<file path="src/rtl/serchan_pkg.sv">
package serchan_pkg;
  typedef enum logic [1:0] {
    SEL_MODE  = 2'd0,
    SEL_CTRL  = 2'd1,
    SEL_HOLD  = 2'd2,
    SEL_SPARE = 2'd3
  } reg_sel_e;

  localparam logic [3:0] OP_NOP     = 4'd0;
  localparam logic [3:0] OP_PTR_RST = 4'd1;
  localparam logic [3:0] OP_RX_RST  = 4'd2;
  localparam logic [3:0] OP_TX_RST  = 4'd3;
  localparam logic [3:0] OP_ERR_CLR = 4'd4;
  localparam logic [3:0] OP_BRK_CLR = 4'd5;

  localparam int CMD_RX_ON  = 0;
  localparam int CMD_RX_OFF = 1;
  localparam int CMD_TX_ON  = 2;
  localparam int CMD_TX_OFF = 3;

  localparam int ST_RXRDY = 0;
  localparam int ST_FULL  = 1;
  localparam int ST_TXRDY = 2;
  localparam int ST_TXEMT = 3;
  localparam int ST_BRK   = 7;
endpackage

</file>
<file path="src/rtl/serchan_rxq.sv">
module serchan_rxq #(
  parameter int DW = 8,
  parameter int DEPTH = 3,
  localparam int CNT_W = $clog2(DEPTH + 1)
) (
  input  logic             clk_i,
  input  logic             rst_ni,
  input  logic             flush_i,
  input  logic             push_i,
  input  logic [DW-1:0]    push_data_i,
  input  logic             pop_i,
  output logic [DW-1:0]    head_o,
  output logic [CNT_W-1:0] count_o
);
  localparam int IDX_W = (DEPTH > 1) ? $clog2(DEPTH) : 1;
  localparam int SUM_W = CNT_W + 1;

  logic [DW-1:0]    mem_q [DEPTH];
  logic [IDX_W-1:0] rd_idx_q, wr_idx;
  logic [CNT_W-1:0] cnt_q;
  logic [SUM_W-1:0] sum;
  logic             advance;

  assign sum     = SUM_W'(rd_idx_q) + SUM_W'(cnt_q);
  assign wr_idx  = (sum >= SUM_W'(DEPTH)) ? IDX_W'(sum - SUM_W'(DEPTH)) : IDX_W'(sum);
  // keep head on the last read byte unless a newer one exists
  assign advance = pop_i && ((cnt_q > CNT_W'(1)) || push_i);
  assign head_o  = mem_q[rd_idx_q];
  assign count_o = cnt_q;

  always_ff @(posedge clk_i or negedge rst_ni) begin
    if (!rst_ni) begin
      rd_idx_q <= '0;
      cnt_q    <= '0;
    end else if (flush_i) begin
      cnt_q <= '0;
    end else begin
      if (advance)
        rd_idx_q <= (rd_idx_q == IDX_W'(DEPTH - 1)) ? '0 : rd_idx_q + 1'b1;
      if (push_i && !pop_i)      cnt_q <= cnt_q + 1'b1;
      else if (!push_i && pop_i) cnt_q <= cnt_q - 1'b1;
    end
  end

  for (genvar g = 0; g < DEPTH; g++) begin : g_ent
    always_ff @(posedge clk_i or negedge rst_ni) begin
      if (!rst_ni)                                           mem_q[g] <= '0;
      else if (push_i && !flush_i && wr_idx == IDX_W'(g))    mem_q[g] <= push_data_i;
    end
  end
endmodule

</file>
<file path="src/rtl/serchan_mode.sv">
module serchan_mode #(
  parameter int DW = 8,
  parameter int NREG = 2,
  localparam int PTR_W = (NREG > 1) ? $clog2(NREG) : 1
) (
  input  logic             clk_i,
  input  logic             rst_ni,
  input  logic             ptr_rst_i,
  input  logic             acc_i,
  input  logic             wr_i,
  input  logic [DW-1:0]    wdata_i,
  output logic [DW-1:0]    rdata_o,
  output logic [PTR_W-1:0] ptr_o
);
  logic [DW-1:0]    regs_q [NREG];
  logic [PTR_W-1:0] ptr_q;

  assign rdata_o = regs_q[ptr_q];
  assign ptr_o   = ptr_q;

  // pointer climbs to the last register and parks there
  always_ff @(posedge clk_i or negedge rst_ni) begin
    if (!rst_ni)                                      ptr_q <= '0;
    else if (ptr_rst_i)                               ptr_q <= '0;
    else if (acc_i && ptr_q != PTR_W'(NREG - 1))      ptr_q <= ptr_q + 1'b1;
  end

  for (genvar g = 0; g < NREG; g++) begin : g_reg
    always_ff @(posedge clk_i or negedge rst_ni) begin
      if (!rst_ni)                               regs_q[g] <= '0;
      else if (wr_i && ptr_q == PTR_W'(g))       regs_q[g] <= wdata_i;
    end
  end
endmodule

</file>
<file path="src/rtl/serchan_core.sv">
module serchan_core #(
  parameter int DW = 8,
  parameter int RXQ_DEPTH = 3,
  parameter int MODE_REGS = 2
) (
  input  logic          clk_i,
  input  logic          rst_ni,
  input  logic [1:0]    reg_addr_i,
  input  logic          reg_wr_i,
  input  logic          reg_rd_i,
  input  logic [DW-1:0] reg_wdata_i,
  output logic [DW-1:0] reg_rdata_o,
  input  logic          rx_valid_i,
  input  logic [DW-1:0] rx_data_i,
  input  logic          rx_break_i,
  output logic          rx_ready_o,
  output logic          tx_valid_o,
  output logic [DW-1:0] tx_data_o,
  output logic          txrdy_evt_o,
  output logic          rxrdy_evt_o,
  output logic          brk_evt_o
);
  import serchan_pkg::*;

  localparam int CNT_W = $clog2(RXQ_DEPTH + 1);
  localparam int PTR_W = (MODE_REGS > 1) ? $clog2(MODE_REGS) : 1;

  logic             cmd_wr, hold_wr, hold_rd, mode_acc, mode_wr, ptr_rst, flush;
  logic             push, pop, fifo_full, rxrdy, brk_arrive, pop_brk, mode_ptr_nz;
  logic [3:0]       opcode;
  logic [CNT_W-1:0] q_cnt;
  logic [DW-1:0]    q_head, mode_rdata, push_data;
  logic [PTR_W-1:0] mode_ptr;
  logic [7:0]       status;
  logic             rx_en_q, rx_en_d, tx_on_q, tx_on_d;
  logic             brk_q, brk_d, brk_evt_q, brk_evt_d;
  logic             tx_valid_q;
  logic [DW-1:0]    tx_data_q;

  assign opcode   = reg_wdata_i[7:4];
  assign cmd_wr   = reg_wr_i && reg_addr_i == SEL_CTRL;
  assign hold_wr  = reg_wr_i && reg_addr_i == SEL_HOLD;
  assign hold_rd  = reg_rd_i && reg_addr_i == SEL_HOLD;
  assign mode_wr  = reg_wr_i && reg_addr_i == SEL_MODE;
  assign mode_acc = (reg_wr_i || reg_rd_i) && reg_addr_i == SEL_MODE;
  assign ptr_rst  = cmd_wr && opcode == OP_PTR_RST;
  assign flush    = cmd_wr && opcode == OP_RX_RST;

  assign fifo_full  = q_cnt == CNT_W'(RXQ_DEPTH);
  assign rxrdy      = q_cnt != '0;
  assign rx_ready_o = rx_en_q && !fifo_full;
  assign push       = rx_valid_i && rx_ready_o && !flush;
  assign push_data  = rx_break_i ? '0 : rx_data_i;
  assign pop        = hold_rd && rxrdy;
  assign brk_arrive = push && rx_break_i && !brk_q;
  assign pop_brk    = pop && brk_q;
  assign mode_ptr_nz = |mode_ptr;

  serchan_rxq #(.DW(DW), .DEPTH(RXQ_DEPTH)) u_rxq (
    .clk_i, .rst_ni,
    .flush_i(flush), .push_i(push), .push_data_i(push_data),
    .pop_i(pop), .head_o(q_head), .count_o(q_cnt)
  );

  serchan_mode #(.DW(DW), .NREG(MODE_REGS)) u_mode (
    .clk_i, .rst_ni,
    .ptr_rst_i(ptr_rst), .acc_i(mode_acc), .wr_i(mode_wr),
    .wdata_i(reg_wdata_i), .rdata_o(mode_rdata), .ptr_o(mode_ptr)
  );

  always_comb begin
    rx_en_d = rx_en_q;
    tx_on_d = tx_on_q;
    if (cmd_wr) begin
      if (reg_wdata_i[CMD_RX_ON])  rx_en_d = 1'b1;
      if (reg_wdata_i[CMD_RX_OFF]) rx_en_d = 1'b0;
      if (reg_wdata_i[CMD_TX_ON])  tx_on_d = 1'b1;
      if (reg_wdata_i[CMD_TX_OFF]) tx_on_d = 1'b0;
      if (opcode == OP_RX_RST)     rx_en_d = 1'b0;
      if (opcode == OP_TX_RST)     tx_on_d = 1'b0;
    end
    // a fresh break wins over a same-cycle clear
    brk_d = brk_q;
    if (brk_arrive)                             brk_d = 1'b1;
    else if (pop_brk)                           brk_d = 1'b0;
    else if (cmd_wr && opcode == OP_ERR_CLR)    brk_d = 1'b0;
    brk_evt_d = brk_evt_q;
    if (brk_arrive || pop_brk)                  brk_evt_d = 1'b1;
    else if (cmd_wr && opcode == OP_BRK_CLR)    brk_evt_d = 1'b0;
  end

  always_ff @(posedge clk_i or negedge rst_ni) begin
    if (!rst_ni) begin
      rx_en_q    <= 1'b0;
      tx_on_q    <= 1'b0;
      brk_q      <= 1'b0;
      brk_evt_q  <= 1'b0;
      tx_valid_q <= 1'b0;
      tx_data_q  <= '0;
    end else begin
      rx_en_q    <= rx_en_d;
      tx_on_q    <= tx_on_d;
      brk_q      <= brk_d;
      brk_evt_q  <= brk_evt_d;
      tx_valid_q <= hold_wr && tx_on_q;
      if (hold_wr && tx_on_q) tx_data_q <= reg_wdata_i;
    end
  end

  always_comb begin
    status           = '0;
    status[ST_RXRDY] = rxrdy;
    status[ST_FULL]  = fifo_full;
    status[ST_TXRDY] = tx_on_q;
    status[ST_TXEMT] = tx_on_q;
    status[ST_BRK]   = brk_q;
    unique case (reg_addr_i)
      SEL_MODE: reg_rdata_o = mode_rdata;
      SEL_CTRL: reg_rdata_o = DW'(status);
      SEL_HOLD: reg_rdata_o = q_head;
      default:  reg_rdata_o = '0;
    endcase
  end

  assign tx_valid_o  = tx_valid_q;
  assign tx_data_o   = tx_data_q;
  assign txrdy_evt_o = tx_on_q;
  assign rxrdy_evt_o = rxrdy;
  assign brk_evt_o   = brk_evt_q;
endmodule

</file>
<file path="config.mk">
export PLATFORM = sky130hd
export DESIGN_NAME = serchan_core
export DESIGN_NICKNAME = d
export VERILOG_FILES = /design/src/rtl/serchan_pkg.sv /design/src/rtl/serchan_rxq.sv /design/src/rtl/serchan_mode.sv /design/src/rtl/serchan_core.sv
export SDC_FILE = /design/constraint.sdc
export NUM_CORES = 1
export LEC_CHECK = 0
export BUFFER_PORTS_ARGS = -buffer_cell sky130_fd_sc_hd__buf_2
export CORE_UTILIZATION = 52
export DETAILED_ROUTE_END_ITERATION = 8
export PLACE_DENSITY = 0.85
export SLEW_MARGIN = 20
export SYNTH_ARGS = -nofsm -noshare
export SYNTH_HDL_FRONTEND = slang
export SYNTH_HIERARCHICAL = 1
export SYNTH_SLANG_ARGS = --single-unit
</file>
<file path="constraint.sdc">
create_clock -name clk_i -period 2.7 [get_ports clk_i]
set_input_delay 0.135 -clock clk_i [delete_from_list [all_inputs] [get_ports clk_i]]
set_output_delay 0.135 -clock clk_i [all_outputs]
set_load 0.02 [all_outputs]
</file>
## Yosys cells after proc, flatten, opt, wreduce, memory -nomap -nowiden

Cells that the tools add are included.

| word-level totals | value |
|---|---|
| bits in registers | 58 |
| bits in latches | 0 |
| memory bits (writable) | 0 |
| bits in read-only memories | 0 |
| input port bits | 24 |
| logic and storage cells | 112 |
| memories | 0 |

| cells by class | value |
|---|---|
| add/sub/neg operators | 6 |
| multipliers | 0 |
| div/mod/pow operators | 0 |
| order comparisons | 4 |
| eq/ne operators | 11 |
| shifts and indexed selects | 0 |
| muxes and demuxes | 26 |
| bitwise gates (word level) | 4 |
| reduce and logical (&&, ||, !) cells | 47 |

Operator list:

| operator | count |
|---|---|
| $mux 8 | 6 |
| $logic_and 1x1->1 | 27 |
| $pmux 8 s3 | 1 |
| $bmux 8 s2 | 1 |
| $mux 1 | 13 |
| $reduce_bool 3->1 | 4 |
| $mux 2 | 5 |
| $eq 2x2->1 const B | 4 |
| $eq 4x2->1 const B | 2 |
| $eq 4x3->1 const B | 2 |
| $reduce_and 2->1 | 3 |
| $reduce_bool 2->1 | 3 |
| $logic_not 1->1 | 5 |
| $add 2x1->2 const B | 2 |
| $eq 2x1->1 const B | 2 |
| $eq 4x1->1 const B | 1 |
| $logic_not 2->1 | 2 |
| $add 2x2->3 | 1 |
| $ge 3x2->1 const B | 1 |
| $ge 3x3->1 const B | 1 |
| $logic_or 1x1->1 | 3 |
| $not 2->3 | 1 |
| $ge 2x2->1 const B | 1 |
| $gt 2x1->1 const B | 1 |
| 5 further kinds | 6 |

## Longest topological paths before layout

| depth | value |
|---|---|
| depth in word-level cells | 10 |
| mapped depth | 10 |
| gate-level depth less buffers | 9 |

## By module

The synthesis kept the hierarchy.

Modules (own cells, without submodules):

| module | times used | cells an instance | area each (µm²) | seq. area each (µm²) |
|---|---|---|---|---|
| serchan_rxq | 1 | 144 | 1,541.5 | 700.7 |
| serchan_core | 1 | 87 | 863.3 | 325.3 |
| serchan_mode | 1 | 47 | 728.2 | 425.4 |

## Worst setup path before layout

Ideal clock, no wire load.

| timing path | value |
|---|---|
| kind | reg-to-reg |
| start point | register u_rxq.rd_idx_q[1] |
| end point | register u_rxq/mem_q[10] (netlist name) |
| arrival time | 2.409 ns |
| data required time | 2.575 ns |
| path slack | 0.166 ns |
| stages on the path, launching flop included | 10 |
| path buffers | 1 |
| cells stage by stage | dfrtp_1 > buf_2 > inv_1 > fa_1 > inv_1 > ha_1 > nor2_1 > o21ai_0 > a21oi_4 > mux2_2 |

| on the way | value |
|---|---|
| cells in the longest elaborated chain, start to end | 5 |
| elaborated cells between the ends (all ways) | 6 |

Ends and longest elaborated chain:

| what | line | RTL |
|---|---|---|
| start, declared | serchan_rxq.sv:19 | `logic [IDX_W-1:0] rd_idx_q, wr_idx;` |
| start signal, assigned | serchan_rxq.sv:39 | `rd_idx_q <= (rd_idx_q == IDX_W'(DEPTH - 1)) ? '0 : rd_idx_q + 1'b1;` |
| $add 2x2->3 (*) | serchan_rxq.sv:24 | `assign sum = SUM_W'(rd_idx_q) + SUM_W'(cnt_q);` |
| $ge 3x2->1 or $sub 2x2->2 (tied branches) | serchan_rxq.sv:25 | `assign wr_idx = (sum >= SUM_W'(DEPTH)) ? IDX_W'(sum - SUM_W'(DEPTH)) : IDX_W'(sum);` |
| $mux 2 (*) | serchan_rxq.sv:25 |  |
| $eq 2x1->1 (*) | serchan_rxq.sv:48 | `else if (push_i && !flush_i && wr_idx == IDX_W'(g)) mem_q[g] <= push_data_i;` |
| $logic_and 1x1->1 (*) | serchan_rxq.sv:48 |  |
| end signal, assigned by index | serchan_rxq.sv:48 |  |
| end, declared | serchan_rxq.sv:18 | `logic [DW-1:0] mem_q [DEPTH];` |

Every way passes the cells marked *; elsewhere a longest branch is shown, timed or not.
A chain may end at the register's enable or synchronous reset.

## Worst setup path in the final report

| timing path | value |
|---|---|
| start point | register u_rxq.cnt_q[1] (netlist: u_rxq/count_o[1]) |
| end point | register u_rxq/mem_q[11] (netlist name) |

| on the way | value |
|---|---|
| cells in the longest elaborated chain, start to end | 7 |
| elaborated cells between the ends (all ways) | 12 |

Ends and longest elaborated chain:

| what | line | RTL |
|---|---|---|
| start, declared | serchan_rxq.sv:20 | `logic [CNT_W-1:0] cnt_q;` |
| start signal, assigned | serchan_rxq.sv:40 | `if (push_i && !pop_i) cnt_q <= cnt_q + 1'b1;` |
| start signal, assigned | serchan_rxq.sv:41 | `else if (!push_i && pop_i) cnt_q <= cnt_q - 1'b1;` |
| parallel branches: the longest is 6 deep, another holds $add 2x2->3 | -- |  |
| $logic_and 1x1->1 (*) | serchan_rxq.sv:48 |  |

Mark *: on every way between the ends.

==> reports/qor.yml <==
hold_path:
  hold_path.class: "input port to register"
  holdPathEnd: "tx_data_o[0]$_DFFE_PN0P_"
  min-delay-start: "reg_wdata_i[0]"
  hold_depth: 2
floorplan:
  effective_utilization_at_floorplan_pct: 55.5
  fp.dieW_um: 79.6
  number_of_top_level_design_ports: 45
  die_y_um: 79.6
  design.die.area_sq_mm: 0.00634
  core_sq_mm: 0.00564
  std_cell_rows: 27
clock_network:
  insertion_delay_ns: 0.35
  numCtsBuffers: 9
  sinks_on_clock_net: 58
  cts_resized: 0
  clock_tree_from_tritoncts: "yes"
  clk_path_buf_depth: 2
  clk_root_buffer_cell: "sky130_fd_sc_hd__clkbuf_8"
  h_tree_depth: 3
  clkSlewWorstSetupHoldPaths_ns: 0.07
drt:
  drcViolationCount: 0
  detail_route.wl_per_cell_um: 18.0
  drt_first_pass_iters: 4
  vias_per_cell: 5.91
  detailroute.via_count: 2424
  drt_first_iter_violations: 107
  antenna_violating_nets_post_route: 0
  total_length_of_routed_wires_um: 7360
run_status:
  run_status: "completed"
logic_synthesis:
  ys_seq_elements: 58
  synth-main-ff-cell: "sky130_fd_sc_hd__dfrtp_1"
  edff_count_synth: 0
  ys_warn_count: 6
  syn-num-nets: 306
  postSynthAreaPerCell_sq_um: 11.3
  netlist_instances: 278
  synthDistinctLibCells: 48
  asyncSetResetFlopFracSynth_pct: 100
  synth_seq_area_share_pct: 46.3
  syn-cell-area_sq_mm: 0.00313
global_routing:
  grt_max_degree: 32
  first_global_vias: 2405
  grt.overflow.total: 0
  grt_pass1_wl_um: 11900
  global_route.usage.total_pct: 25.3
  grt_antenna_before_repair: 0
power_and_ir_drop:
  comb_power_share_pct: 47.1
  leakagePower_nw: 1.74
  switching_share_pct: 38.8
  pwr-share-clk_pct: 22.4
  seqPwrFrac_pct: 30.5
  switching_power_mw: 1.67
  internal_pwr_total_mw: 2.64
  p_per_area_mw_per_mm2: 1160
  worst_ir_drop_vdd_uv: 638
setup_path:
  r2r_start: "u_rxq/count_o[1]$_DFFE_PN0P_"
  crit_path_frequent_cell: "sky130_fd_sc_hd__inv_1"
  cpMaxStageDelayCell: "sky130_fd_sc_hd__fa_1"
  max_stage_delay_ns: 0.63
  crit_path_cell_trace: "inv_1 -> fa_1 -> inv_1 -> ha_1 -> nor2_1 -> o21ai_0 -> a21oi_4 -> buf_12 -> mux2_2"
  critical_path.max_fanout: 8
  data_required_time_at_the_worst_endpoint_ns: 2.93
  reg2reg_setup_slack_ns: 0.09
  worst_setup_path_start_kind: "register"
  reg2reg_to: "u_rxq/mem_q[11]$_DFFE_PN0P_"
  worst-setup-path-type: "register to register"
  worst_r2r_path_depth: 9
  critPathArrivalTime_ns: 2.84
  worstSetupEndpointType: "register"
sta:
  postLayoutSetupSlackWorst_ns: 0.0853
  worst-slew-pin-transition_ns: 0.626
  setup-violations-final: 0
  maximum_clock_rate_mhz: 382
  finClkSkew_ns: 0.00759
  finalMaxSlewViolations: 0
  post-route-min-period_ns: 2.61
  timing.max_slew.rel_slack_pct: 58.2
  finalHoldViolCount: 0
  period_share_pct: 96.8
layout:
  design.final.nets: 361
  layout.cell_area.non_filler_sq_mm: 0.00371
  fillers: 420
  insertedDiodeCount: 0
  post_route_cells_drive_above_1_share_pct: 35.5
  multi_input_logic_area_sq_mm: 0.00157
  layout_overhead_on_the_synthesized_area_pct: 18.5
  seqCellArea_sq_mm: 0.00145
placed_design:
  io_buffers: 44
  dpl-instance-area_sq_mm: 0.00345
  place_worst_setup_slack_ns: 0.116
  finalWeightedCongestion: 0.862
  detailed_place_hpwl_um: 5130
job:
  cap_violations: 0
[cell families after synthesis]
logic type / share of synthesized area [%]
DFF: 46.3
xor gates and xnor gates: 0.559
buffers and inverters: 3.43
AOI/OAI and AO/OA: 11.2
muxes: 23.4
adders and majority gates: 1.84
and+or+nand+nor: 13.2
[what timing repair did]
action	4_1_cts	5_1_grt
setup buffers	0	1
setup endpoints to repair	0	8
hold buffers	1	0
hold endpoints to repair	58	0
[synthesized netlist by cell type (2+ instances only)]
library cell                n  area [sq um]
sky130_fd_sc_hd__a211oi_1   4          30.0
sky130_fd_sc_hd__ha_1       3          37.5
sky130_fd_sc_hd__and3b_1    2          17.5
sky130_fd_sc_hd__mux2i_1   16           160
sky130_fd_sc_hd__nand2b_1   3          18.8
sky130_fd_sc_hd__nand2_1   15          56.3
sky130_fd_sc_hd__mux2_1     8          90.1
sky130_fd_sc_hd__a21oi_1    9          45.0
sky130_fd_sc_hd__o22ai_1   15          93.8
sky130_fd_sc_hd__or4_1      3          22.5
sky130_fd_sc_hd__mux2_2    43           484
sky130_fd_sc_hd__o21ai_0   13          65.1
sky130_fd_sc_hd__nor2b_1   11          68.8
sky130_fd_sc_hd__buf_4      3          22.5
sky130_fd_sc_hd__buf_2      5          25.0
sky130_fd_sc_hd__dfrtp_1   58          1450
sky130_fd_sc_hd__inv_1     10          37.5
sky130_fd_sc_hd__nor2_1    20          75.1
sky130_fd_sc_hd__clkbuf_1   3          11.3
sky130_fd_sc_hd__nand3b_1   3          22.5
sky130_fd_sc_hd__o31ai_1    4          30.0
[flip-flops by register name, summed over array words and instances, names as in the netlist]
register        flops
brk_q               1
txrdy_evt_o         1
brk_evt_o           1
tx_valid_o          1
tx_data_o           8
u_mode/regs_q      16
u_rxq/count_o       2
u_rxq/rd_idx_q      2
u_rxq/mem_q        24
rx_en_q             1
u_mode/ptr_o        1
[metal layers]
metal  vias up  track usage, %  part of all wire [%]
li1       1124               -                     -
met1      1210            33.7                    45
met2        77            40.9                    49
met3        13            4.57                   4.7
met4         0            9.82                   1.5
met5         -               0                     0
[how the worst max path moves through the flow]
stage / startpoint / cells after the start / endpoint / slack [ns]
floorplan: u_rxq/rd_idx_q[1]$_DFFE_PN0P_ / 9 / u_rxq/mem_q[10]$_DFFE_PN0P_ / 0.17
global placement: u_rxq/count_o[1]$_DFFE_PN0P_ / 8 / u_rxq/mem_q[9]$_DFFE_PN0P_ / 0.20
detailed placement: u_rxq/count_o[1]$_DFFE_PN0P_ / 8 / u_rxq/mem_q[13]$_DFFE_PN0P_ / 0.12
CTS: u_rxq/count_o[1]$_DFFE_PN0P_ / 8 / u_rxq/mem_q[11]$_DFFE_PN0P_ / 0.05
global route: u_rxq/count_o[1]$_DFFE_PN0P_ / 9 / u_rxq/mem_q[10]$_DFFE_PN0P_ / -0.04
finish: u_rxq/count_o[1]$_DFFE_PN0P_ / 9 / u_rxq/mem_q[11]$_DFFE_PN0P_ / 0.09
[per-stage QoR]
step	utilization, %	power [mW]	instances	TNS (ns)	hold WS (ns)
2_1_floorplan	-	2.75	278	0	-0.161
3_3_place_gp	61.1	3.17	392	0	0.158
3_5_place_dp	61.1	3.27	392	0	0.167
4_1_cts	65.4	4.25	409	0	0.0668
5_1_grt	65.8	4.55	410	-0.147	0.0837
6_report	65.8	4.31	410	0	0.0658
[area by class of cell]
cell class	instances	share of cell area (%)
repair buffers	56	8.76
clock buffers	11	3.54
inverters	10	1.01
flip-flops and latches	58	39.1
clock inverters	5	2.76
multi-input cells	198	42.4
well taps	72	2.43
[worst max-delay path, delay by kind of cell, from the launching register on]
kind | cells | cell delay (ns)
buf+inv | 3 | 0.33
simple gates | 1 | 0.12
mux | 1 | 0.35
flops | 1 | 0.42
compound gates | 2 | 0.32
fa+ha+maj | 2 | 0.96
[power by group through the flow]
stage	registers [mW]	logic [mW]	clock network [mW]
2_1_floorplan	1.35	1.41	0
3_3_place_gp	1.30	1.87	0
3_5_place_dp	1.32	1.95	0
4_1_cts	1.31	1.97	0.968
5_1_grt	1.34	2.20	1.01
6_report	1.31	2.03	0.967
[cell usage in the layout, fill, tap and decap left out, types with 3 or more instances in the layout]
cell,count
sky130_fd_sc_hd__o22ai_1,15
sky130_fd_sc_hd__nor2_1,20
sky130_fd_sc_hd__mux2_1,8
sky130_fd_sc_hd__nand2b_1,3
sky130_fd_sc_hd__mux2i_1,16
sky130_fd_sc_hd__clkbuf_8,9
sky130_fd_sc_hd__nand3b_1,3
sky130_fd_sc_hd__bufinv_16,3
sky130_fd_sc_hd__o21ai_0,13
sky130_fd_sc_hd__a211oi_1,4
sky130_fd_sc_hd__o31ai_1,4
sky130_fd_sc_hd__buf_2,44
sky130_fd_sc_hd__inv_1,10
sky130_fd_sc_hd__ha_1,3
sky130_fd_sc_hd__mux2_2,43
sky130_fd_sc_hd__a21oi_1,9
sky130_fd_sc_hd__dfrtp_1,58
sky130_fd_sc_hd__nand2_1,15
sky130_fd_sc_hd__buf_4,10
sky130_fd_sc_hd__nor2b_1,11
sky130_fd_sc_hd__or4_1,3
No activity file was read; power rests on OpenSTA's default activity.
